--- config.mk ---
export PLATFORM = sky130hd
export DESIGN_NAME = exp_chain
export DESIGN_NICKNAME = d
export VERILOG_FILES = /design/src/rtl/exp_chain_pkg.sv /design/src/rtl/exp_token_cell.sv /design/src/rtl/exp_slice.sv /design/src/rtl/exp_flags.sv /design/src/rtl/exp_chain.sv
export SDC_FILE = /design/constraint.sdc
export NUM_CORES = 1
export LEC_CHECK = 0
export BUFFER_PORTS_ARGS = -buffer_cell sky130_fd_sc_hd__buf_2
export CAP_MARGIN = 5
export CORE_AREA = 4 4 71 73
export DETAILED_ROUTE_END_ITERATION = 8
export DIE_AREA = 0 0 75 77
export HOLD_SLACK_MARGIN = 0.02
export PLACE_DENSITY = 0.76
export SLEW_MARGIN = 5
export SYNTH_ARGS = -nofsm -noshare
export SYNTH_HDL_FRONTEND = slang
export SYNTH_SLANG_ARGS = --single-unit
export TNS_END_PERCENT = 10
--- constraint.sdc ---
create_clock -name clk_i -period 2.38 [get_ports clk_i]
set_clock_uncertainty 0.05 [all_clocks]
set_input_delay 0.238 -clock clk_i [delete_from_list [all_inputs] [get_ports clk_i]]
set_output_delay 0.238 -clock clk_i [all_outputs]
set_load 0.01 [all_outputs]
--- src/rtl/exp_chain_pkg.sv ---
package exp_chain_pkg;
  typedef struct packed {
    logic full;
    logic empty;
    logic afull;
    logic aempty;
    logic half;
  } chain_flags_t;
endpackage

--- src/rtl/exp_token_cell.sv ---
module exp_token_cell #(
  parameter int DEPTH   = 8,
  parameter bit CHAINED = 1'b1,
  localparam int AW     = $clog2(DEPTH)
) (
  input  logic          clk_i,
  input  logic          rst_ni,
  input  logic          first_i,
  input  logic          go_i,
  input  logic          exp_i,
  output logic          tok_o,
  output logic          fire_o,
  output logic [AW-1:0] addr_o,
  output logic          exp_o
);
  logic          tok_q;
  logic [AW-1:0] addr_q;
  logic          last;

  assign last   = (addr_q == AW'(DEPTH - 1));
  assign fire_o = tok_q & go_i;
  assign exp_o  = CHAINED & fire_o & last;
  assign tok_o  = tok_q;
  assign addr_o = addr_q;

  always_ff @(posedge clk_i or negedge rst_ni) begin
    if (!rst_ni) begin
      tok_q  <= first_i;
      addr_q <= '0;
    end else begin
      if (exp_i)      tok_q <= 1'b1;
      else if (exp_o) tok_q <= 1'b0;
      if (fire_o)     addr_q <= last ? '0 : addr_q + 1'b1;
    end
  end

  // address only moves on an accepted access
  assert_addr_hold_R2: assert property (@(posedge clk_i) disable iff (!rst_ni)
    !fire_o |=> $stable(addr_o));
  // a slice without the token does not fire
  assert_fire_needs_tok_R2: assert property (@(posedge clk_i) disable iff (!rst_ni)
    fire_o |-> tok_o);
endmodule

--- src/rtl/exp_slice.sv ---
module exp_slice #(
  parameter int DEPTH   = 8,
  parameter bit CHAINED = 1'b1,
  localparam int AW     = $clog2(DEPTH),
  localparam int CW     = $clog2(DEPTH + 1)
) (
  input  logic          clk_i,
  input  logic          rst_ni,
  input  logic          first_i,
  input  logic          wr_go_i,
  input  logic          rd_go_i,
  input  logic          wexp_i,
  input  logic          rexp_i,
  output logic          wtok_o,
  output logic          rtok_o,
  output logic          wfire_o,
  output logic          rfire_o,
  output logic [AW-1:0] waddr_o,
  output logic [AW-1:0] raddr_o,
  output logic          wexp_o,
  output logic          rexp_o,
  output logic [CW-1:0] cnt_o
);
  logic [CW-1:0] cnt_q;

  exp_token_cell #(.DEPTH(DEPTH), .CHAINED(CHAINED)) u_wr (
    .clk_i, .rst_ni, .first_i, .go_i(wr_go_i), .exp_i(wexp_i),
    .tok_o(wtok_o), .fire_o(wfire_o), .addr_o(waddr_o), .exp_o(wexp_o));

  exp_token_cell #(.DEPTH(DEPTH), .CHAINED(CHAINED)) u_rd (
    .clk_i, .rst_ni, .first_i, .go_i(rd_go_i), .exp_i(rexp_i),
    .tok_o(rtok_o), .fire_o(rfire_o), .addr_o(raddr_o), .exp_o(rexp_o));

  always_ff @(posedge clk_i or negedge rst_ni) begin
    if (!rst_ni) cnt_q <= '0;
    else begin
      unique case ({wfire_o, rfire_o})
        2'b10:   cnt_q <= cnt_q + 1'b1;
        2'b01:   cnt_q <= cnt_q - 1'b1;
        default: cnt_q <= cnt_q;
      endcase
    end
  end
  assign cnt_o = cnt_q;

  assert_cnt_bound_R6: assert property (@(posedge clk_i) disable iff (!rst_ni)
    cnt_q <= CW'(DEPTH));
  assert_no_rd_dry_R7: assert property (@(posedge clk_i) disable iff (!rst_ni)
    (cnt_q == '0) |-> !(rfire_o && !wfire_o));
endmodule

--- src/rtl/exp_flags.sv ---
module exp_flags
  import exp_chain_pkg::*;
#(
  parameter int NUM_SLICES = 3,
  parameter int DEPTH      = 8,
  parameter int AF_OFFSET  = 2,
  parameter int AE_OFFSET  = 2,
  localparam int CW        = $clog2(DEPTH + 1)
) (
  input  logic [NUM_SLICES-1:0][CW-1:0] cnt_i,
  output chain_flags_t                  flags_o
);
  localparam logic [CW-1:0] LVL_FULL = CW'(DEPTH);
  localparam logic [CW-1:0] LVL_AF   = CW'(DEPTH - AF_OFFSET);
  localparam logic [CW-1:0] LVL_AE   = CW'(AE_OFFSET);
  localparam logic [CW-1:0] LVL_HALF = CW'(DEPTH / 2);

  always_comb begin
    flags_o.full   = 1'b1;
    flags_o.empty  = 1'b1;
    flags_o.afull  = 1'b1;
    flags_o.aempty = 1'b1;
    for (int i = 0; i < NUM_SLICES; i++) begin
      flags_o.full   &= (cnt_i[i] == LVL_FULL);
      flags_o.empty  &= (cnt_i[i] == '0);
      flags_o.afull  &= (cnt_i[i] >= LVL_AF);
      flags_o.aempty &= (cnt_i[i] <= LVL_AE);
    end
  end

  // half-full only exists for a lone slice
  if (NUM_SLICES == 1) begin : g_half
    assign flags_o.half = (cnt_i[0] > LVL_HALF);
  end else begin : g_nohalf
    assign flags_o.half = 1'b0;
  end
endmodule

--- src/rtl/exp_chain.sv ---
module exp_chain
  import exp_chain_pkg::*;
#(
  parameter int NUM_SLICES = 3,
  parameter int DEPTH      = 8,
  parameter int AF_OFFSET  = 2,
  parameter int AE_OFFSET  = 2,
  localparam int AW        = $clog2(DEPTH),
  localparam int CW        = $clog2(DEPTH + 1),
  localparam bit CHAINED   = (NUM_SLICES > 1)
) (
  input  logic                  clk_i,
  input  logic                  rst_ni,
  input  logic                  wr_en_i,
  input  logic                  rd_en_i,
  output logic [NUM_SLICES-1:0] wr_sel_o,
  output logic [NUM_SLICES-1:0] rd_sel_o,
  output logic [AW-1:0]         wr_addr_o,
  output logic [AW-1:0]         rd_addr_o,
  output logic [NUM_SLICES-1:0] wexp_o,
  output logic [NUM_SLICES-1:0] rexp_o,
  output logic                  full_o,
  output logic                  empty_o,
  output logic                  afull_o,
  output logic                  aempty_o,
  output logic                  half_o
);
  logic [NUM_SLICES-1:0]         wtok, rtok, wexp_in, rexp_in;
  logic [NUM_SLICES-1:0][AW-1:0] waddr, raddr;
  logic [NUM_SLICES-1:0][CW-1:0] cnt;
  chain_flags_t                  flags;
  logic                          wr_go, rd_go;

  assign wr_go = wr_en_i & ~flags.full;
  assign rd_go = rd_en_i & ~flags.empty;

  for (genvar i = 0; i < NUM_SLICES; i++) begin : g_slice
    localparam int PREV = (i + NUM_SLICES - 1) % NUM_SLICES;
    if (CHAINED) begin : g_ring
      assign wexp_in[i] = wexp_o[PREV];
      assign rexp_in[i] = rexp_o[PREV];
    end else begin : g_solo
      assign wexp_in[i] = 1'b0;
      assign rexp_in[i] = 1'b0;
    end

    exp_slice #(.DEPTH(DEPTH), .CHAINED(CHAINED)) u_slice (
      .clk_i, .rst_ni,
      .first_i (i == 0),
      .wr_go_i (wr_go),
      .rd_go_i (rd_go),
      .wexp_i  (wexp_in[i]),
      .rexp_i  (rexp_in[i]),
      .wtok_o  (wtok[i]),
      .rtok_o  (rtok[i]),
      .wfire_o (wr_sel_o[i]),
      .rfire_o (rd_sel_o[i]),
      .waddr_o (waddr[i]),
      .raddr_o (raddr[i]),
      .wexp_o  (wexp_o[i]),
      .rexp_o  (rexp_o[i]),
      .cnt_o   (cnt[i]));

    if (CHAINED) begin : g_hand_chk
      localparam int NEXT = (i + 1) % NUM_SLICES;
      assert_whand_R3: assert property (@(posedge clk_i) disable iff (!rst_ni)
        wexp_o[i] |=> (wtok[NEXT] && !wtok[i]));
      assert_rhand_R4: assert property (@(posedge clk_i) disable iff (!rst_ni)
        rexp_o[i] |=> (rtok[NEXT] && !rtok[i]));
    end
  end

  always_comb begin
    wr_addr_o = '0;
    rd_addr_o = '0;
    for (int i = 0; i < NUM_SLICES; i++) begin
      wr_addr_o |= wtok[i] ? waddr[i] : '0;
      rd_addr_o |= rtok[i] ? raddr[i] : '0;
    end
  end

  exp_flags #(.NUM_SLICES(NUM_SLICES), .DEPTH(DEPTH),
              .AF_OFFSET(AF_OFFSET), .AE_OFFSET(AE_OFFSET)) u_flags (
    .cnt_i(cnt), .flags_o(flags));

  assign full_o   = flags.full;
  assign empty_o  = flags.empty;
  assign afull_o  = flags.afull;
  assign aempty_o = flags.aempty;
  assign half_o   = flags.half;

  assert_wtok_one_R2: assert property (@(posedge clk_i) disable iff (!rst_ni)
    $countones(wtok) == 1);
  assert_rtok_one_R2: assert property (@(posedge clk_i) disable iff (!rst_ni)
    $countones(rtok) == 1);
  assert_sel_onehot_R2: assert property (@(posedge clk_i) disable iff (!rst_ni)
    $onehot0(wr_sel_o) && $onehot0(rd_sel_o));
  assert_no_wr_full_R6: assert property (@(posedge clk_i) disable iff (!rst_ni)
    full_o |-> (wr_sel_o == '0 && wexp_o == '0));
  assert_no_rd_empty_R7: assert property (@(posedge clk_i) disable iff (!rst_ni)
    empty_o |-> (rd_sel_o == '0 && rexp_o == '0));
  assert_full_empty_excl_R6: assert property (@(posedge clk_i) disable iff (!rst_ni)
    !(full_o && empty_o));
endmodule

==> results.toml, run 1 <==
[outcome]
status = "complete, no violations"

[pwr]
peakVddDrop_uv = 316
power.leakage_nw = 1.55
power.density_mw_per_mm2 = 427
swShare_pct = 19.5
p_switching_w = 0.000239
p_seq_share_pct = 49.8
power_frac_clock_pct = 48.0
pwr-share-comb_pct = 2.2
p_int_w = 0.000988

[clock_network]
clkTransAtPathRegs_ns = 0.07
cts_tree = "built"
cts_made_buffers = 5
clockBufferDepth = 2
root_buffer = "clkbuf_8"
htreeDepth = 2
clock_latency_ns = 0.29
cts_sinks = 36

[yosys]
yosysSeqAreaShare_pct = 41.0
synth_nets = 234
synth_cell_types = 28
ys_seq_elements = 36
netlist_area_mm2 = 0.00221
async_reset_ff_share_pct = 100
synth_flop_cell = "dfrtp_1"
synth_edf_count = 0
synth_top_cell_area_share_pct = 38.6
synth_common_cells = "34 x dfrtp_1, 24 x inv_1, 21 x ha_1"
synth_most_common_cell = "dfrtp_1"
syn_inst = 206
synth_area_leaders = "dfrtp_1 39%, ha_1 12%, mux2_2 9.2%"
yosysTopAreaCell = "dfrtp_1"
synth_area_per_cell_um2 = 10.7
yosys_warnings = 0

[floorplan]
pin_count = 27
die_h_um = 77
fp.dieW_um = 75
die_area_mm2 = 0.00578
rows = 24
initial_utilization_pct = 50.7
core_area_mm2 = 0.00435

[sta]
slew_viol_final = 0
slew_headroom_pct = 46.0
max_freq_mhz = 424
finalSetupViolCount = 0
rsz0062_at_grt = "yes"
tightest_slew_ns = 0.811
period_needed_ns = 2.36
hold_violations = 0
period_share_pct = 99.0

[worst_setup_path]
crit_path_end_kind = "flip-flop"
r2r_setup_slack_ns = 0.02
crit_path_start_kind = "flip-flop"
required_ns = 2.54
crit_fanout = 5
cp.arrival_ns = 2.52
path_class = "reg -> reg"

[detailed_routing]
ant_nets = 0
wl_per_cell_um = 15.2
drc = 0
viasPerCell = 5.40
routed_wl_mm = 4.70
drt_iter0_drc = 113
vias = 1673
dr.pass1.iters = 7

[cells_and_area]
final_area_mm2 = 0.00287
utilization_pct = 66.0
num_antenna_cells = 0
final_nets = 285
layout.cells.non_filler = 310
syn2layout_area_growth_pct = 30.2
drive_gt1_share_pct = 43.8

[place]
numPortBuffers = 25
dpl-instance-area_mm2 = 0.00255
dp_cells = 294
dp_hpwl_mm = 3.37
gp_congestion = 0.821

[grt]
antenna_found_initial = 0
grt_pass1_vias = 1766
track_usage_pct = 18.0
grt_pass1_wl_mm = 8.13
grt_start_max_net_pins = 37
grt_remaining_overflow = 0

[flow_run]
cap_violations = 0

[hold_path]
hold_class = "in -> reg"
[per-stage QoR]
step           setup TNS, ns  setup slack, ns  hold slack (ns)  total power [W]
2_1_floorplan        -0.0698          -0.0371           -0.108         0.000631
3_3_place_gp               0          0.00292            0.319         0.000647
4_1_cts              -0.0120          -0.0120            0.271          0.00124
5_1_grt               -0.455           -0.118            0.302          0.00127
6_report                   0           0.0242            0.285          0.00123
3_5_place_dp          -0.251          -0.0880            0.328         0.000648
[flip-flops by register name (all words and copies together), names as in the netlist]
signal	count
g_slice.u_slice.cnt_o	12
g_slice.u_slice.u_rd.addr_o	9
g_slice.u_slice.u_wr.addr_o	9
g_slice.u_slice.u_rd.tok_o	3
g_slice.u_slice.u_wr.tok_o	3
[power groups by stage]
| stage | clock network [W] | logic [W] | registers [W] |
|---|---|---|---|
| after global placement | 0 | 0.0000242 | 0.000623 |
| after floorplan | 0 | 0.00000722 | 0.000623 |
| after CTS | 0.000603 | 0.0000276 | 0.000611 |
| after global routing | 0.000632 | 0.0000306 | 0.000611 |
| after detailed placement | 0 | 0.0000247 | 0.000623 |
| final | 0.000589 | 0.0000267 | 0.000612 |
[metal layers]
layer	wire length [um]	track usage (%)
met5	0	0
met4	44	6.76
met3	181	4.97
met2	2380	27.7
met1	2090	23.7
[final timing paths]
check | depth (start not counted) | end | start
max in group asynchronous | 2 | g_slice[1].u_slice.u_wr.addr_o[2] | rst_ni
hold / removal | 3 | g_slice[0].u_slice.u_wr.tok_o | wr_en_i
setup reg to reg | 11 | g_slice[0].u_slice.cnt_o[3] | g_slice[2].u_slice.cnt_o[0]
min in group asynchronous | 2 | g_slice[0].u_slice.cnt_o[3] | rst_ni
hold reg to reg | 1 | g_slice[1].u_slice.cnt_o[3] | g_slice[1].u_slice.cnt_o[3]
setup / recovery | 11 | g_slice[0].u_slice.cnt_o[3] | g_slice[2].u_slice.cnt_o[0]
[cell usage in the layout, fill, tap and decap left out, types with 3 or more instances in the layout]
master    Yosys  layout
buf_4        13      30
nor2_1        7       7
and3_1       11       9
a32o_1        3       3
inv_1        24      22
nand3_1       9       4
nand3_2       0       4
a21o_1        3       3
nor2b_1       4       4
fa_1          3       3
a21oi_1       9       6
ha_4          0       6
xor2_1        6       6
nand2_1      11       8
o21ai_0       5       4
buf_2         0      25
xnor2_1       3       3
ha_1         21      14
nand2_2       0       3
clkbuf_8      0       7
mux2_2       18      18
a222oi_1      7       7
dfrtp_1      34      34
[logic make-up after synthesis]
family,after synthesis,synth area share [%]
simple gates,52,13.0
buf+inv,37,8.51
flops,36,41.0
compound gates,28,9.47
fa+ha+maj,24,14.6
mux,19,9.64
xor+xnor,9,3.57
other cells,1,0.170
[cell type report]
type | instances | area, um2
multi-input combinational | 133 | 1320
tap | 52 | 65.1
inverter | 24 | 90.1
clock buffer | 7 | 96.3
sequential | 36 | 903
fill | 342 | 1480
clock inverter | 1 | 30.0
timing repair buffer | 57 | 372
[worst max-delay path: stages, from the launching register on]
cell,delay [ns]
dfrtp_1,0.41
nor4_4,0.27
buf_4,0.18
a41oi_4,0.17
nand2_2,0.12
inv_2,0.06
ha_4,0.17
ha_4,0.29
nand3_2,0.09
and3_4,0.15
nor3_2,0.16
xor2_1,0.16
[timing repair]
item | CTS | global route
setup endpoints to repair | 6 | 11
hold endpoints to repair | 25 | 0
gates resized for setup | 14 | 11
hold buffers | 1 | 0
pin swaps | 16 | 11
buffers inserted | 5 | 2
No activity file was read; power rests on OpenSTA's default activity.
==> run 2: changes to the inputs <==
Settings changed: CORE_AREA 4 4 71 73 to 4 4 64 80, DIE_AREA 0 0 75 77 to 0 0 68 84.
==> run 2 against run 1 <==
Compared with the run above:
- register-to-register slack is essentially flat
- first-iteration DRC count shrank 15%
- total power is 3.7% lower
- die area decreased by 1.1%
- non-clock buffer count shrank 6
- cell count unchanged
- wire length increased by 0.66%
- clock power decreased by 7.5%
- worst hold slack got worse by 0.024 ns
- flip-flop and latch count stayed put
- sequential power about the same
- critical path type unchanged
- critical endpoint is now g_slice[2].u_slice.cnt_o[3]
- largest cell class unchanged
==> results.toml, run 2 (synthesis gave the netlist of run 1 again) <==
[outcome]
status = "complete, no violations"

[detailed_routing]
ant_nets = 0
dr.pass1.iters = 4
wl_met1_mm = 1.84
drt_iter0_drc = 96
vias = 1706
wl_met2_mm = 2.64
wl_per_cell_um = 15.3
drc = 0
routed_wl_mm = 4.73
dr.max_layer_used = "met4"
viasPerCell = 5.50
wl_met3_um = 175

[pwr]
peakVddDrop_uv = 555
power.leakage_nw = 1.54
p_switching_w = 0.000254
pwr-share-comb_pct = 2.1
swShare_pct = 21.5
p_int_w = 0.000927
power_frac_clock_pct = 46.1
p_seq_share_pct = 51.7
power.density_mw_per_mm2 = 425

[clock_network]
clockBufferDepth = 2
cts_sinks = 36
root_buffer = "clkbuf_8"
clkTransAtPathRegs_ns = 0.08
clock_latency_ns = 0.29
cts_made_buffers = 5
htreeDepth = 2
cts_tree = "built"

[worst_setup_path]
cp_common_cell = "ha_4"
r2r_setup_slack_ns = 0.03
crit_path_start_kind = "flip-flop"
max_stage_delay_ns = 0.42
cpMaxStageDelayCell = "dfrtp_1"
crit_path_end_kind = "flip-flop"
reg2reg_to = "g_slice[2].u_slice.cnt_o[3]"
reg2regPathDepth = 9
required_ns = 2.50
path_class = "reg -> reg"
cp.arrival_ns = 2.47
critical_path.endpoint = "g_slice[2].u_slice.cnt_o[3]"
crit_family = "simple AND/OR/NAND/NOR gates"
cp.depth = 9
cp-startpoint = "g_slice[0].u_slice.cnt_o[0]"
rr_startpoint = "g_slice[0].u_slice.cnt_o[0]"
crit_fanout = 4
cp_num_buf_inv = 0
crit_chain = "nor4_4 > nand4_2 > nand3_1 > ha_4 > ha_4 > a21oi_2 > and3_1 > nor3_2 > xor2_1"

[grt]
grt_remaining_overflow = 0
grt_start_max_net_pins = 37
grt_pass1_vias = 1740
antenna_found_initial = 0
grt_pass1_wl_mm = 8.19
track_usage_pct = 18.9

[place]
gp_congestion = 0.849
dp_slack_ns = -0.0788
dp_hpwl_mm = 3.48
numPortBuffers = 25
dpl-instance-area_mm2 = 0.00254

[sta]
slew_headroom_pct = 45.2
holdWs_ns = 0.261
period_needed_ns = 2.35
rsz0062_at_grt = "yes"
finalSetupViolCount = 0
final.setup.worst_slack_ns = 0.0310
tightest_slew_ns = 0.822
period_share_pct = 98.7
max_freq_mhz = 426
slew_viol_final = 0
hold_violations = 0

[floorplan]
rows = 27
initial_utilization_pct = 50.2
fp.dieW_um = 68
die_area_mm2 = 0.00571
die_h_um = 84
pin_count = 27
core_area_mm2 = 0.00439

[cells_and_area]
final_area_mm2 = 0.00278
num_antenna_cells = 0
largest_reg_flops = 12
utilization_pct = 63.3
drive_gt1_share_pct = 41.7
syn2layout_area_growth_pct = 26.0
fill_cells = 373
final_nets = 279
layout_common_cells = "34 x dfrtp_1, 25 x buf_2, 25 x buf_4, 21 x inv_1, 18 x mux2_2"
layout_commonest_cell = "dfrtp_1"

[hold_path]
hold_class = "in -> reg"

[flow_run]
cap_violations = 0
-- run 2: per-stage QoR --
stage | power (W) | instances | setup TNS (ns)
3_5_place_dp | 0.000648 | 297 | -0.140
4_1_cts | 0.00120 | 308 | -0.0744
5_1_grt | 0.00123 | 310 | -0.476
2_1_floorplan | 0.000631 | 206 | -0.0698
3_3_place_gp | 0.000648 | 297 | 0
6_report | 0.00118 | 310 | 0
-- run 2: timing repair --
action                     4_1_cts  5_1_grt
pin swaps                       12       12
hold endpoints to repair        28        0
resized for setup               11        7
hold buffers                     1        0
cloned                           0        0
setup endpoints to repair        3        8
buffers inserted                 2        2
-- run 2: worst min path at each step --
stage | start | to | slack [ns] | depth (start not counted)
after floorplan | rst_ni | g_slice[0].u_slice.cnt_o[0] | -0.11 | 0
after global placement | rst_ni | g_slice[1].u_slice.cnt_o[2] | 0.33 | 1
after detailed placement | rst_ni | g_slice[1].u_slice.cnt_o[2] | 0.33 | 1
after CTS | wr_en_i | g_slice[2].u_slice.u_wr.tok_o | 0.26 | 3
after global routing | wr_en_i | g_slice[2].u_slice.u_wr.tok_o | 0.27 | 3
final | wr_en_i | g_slice[2].u_slice.u_wr.tok_o | 0.26 | 3
-- run 2: final cells by class --
type | instances | area, um2 | share of cell area, %
multi-input cells | 133 | 1280 | 46.0
flip-flops and latches | 36 | 903 | 32.5
repair buffers | 51 | 323 | 11.6
inverters | 24 | 90.1 | 3.24
well taps | 58 | 72.6 | 2.61
clock buffers | 5 | 68.8 | 2.48
clock inverters | 3 | 42.5 | 1.53
-- run 2: layer usage --
metal,GRT usage (%),up-vias
met1,22.5,849
met3,3.91,5
met5,0,-
met4,5.97,0
li1,-,812
met2,32.7,40
-- run 2: power groups by stage --
stage               registers [W]   logic [W]  clock network (W)
floorplan                0.000623  0.00000722                  0
global placement         0.000623   0.0000245                  0
detailed placement       0.000623   0.0000249                  0
CTS                      0.000611   0.0000260           0.000558
global route             0.000611   0.0000284           0.000589
finish                   0.000611   0.0000252           0.000545
-- run 2: worst register-to-register path: cells and delay by family (launching register included) --
family | cells | cell delay (ns)
xor+xnor | 1 | 0.14
fa+ha+maj | 2 | 0.41
flops | 1 | 0.42
compound gates | 1 | 0.17
simple gates | 5 | 1.05
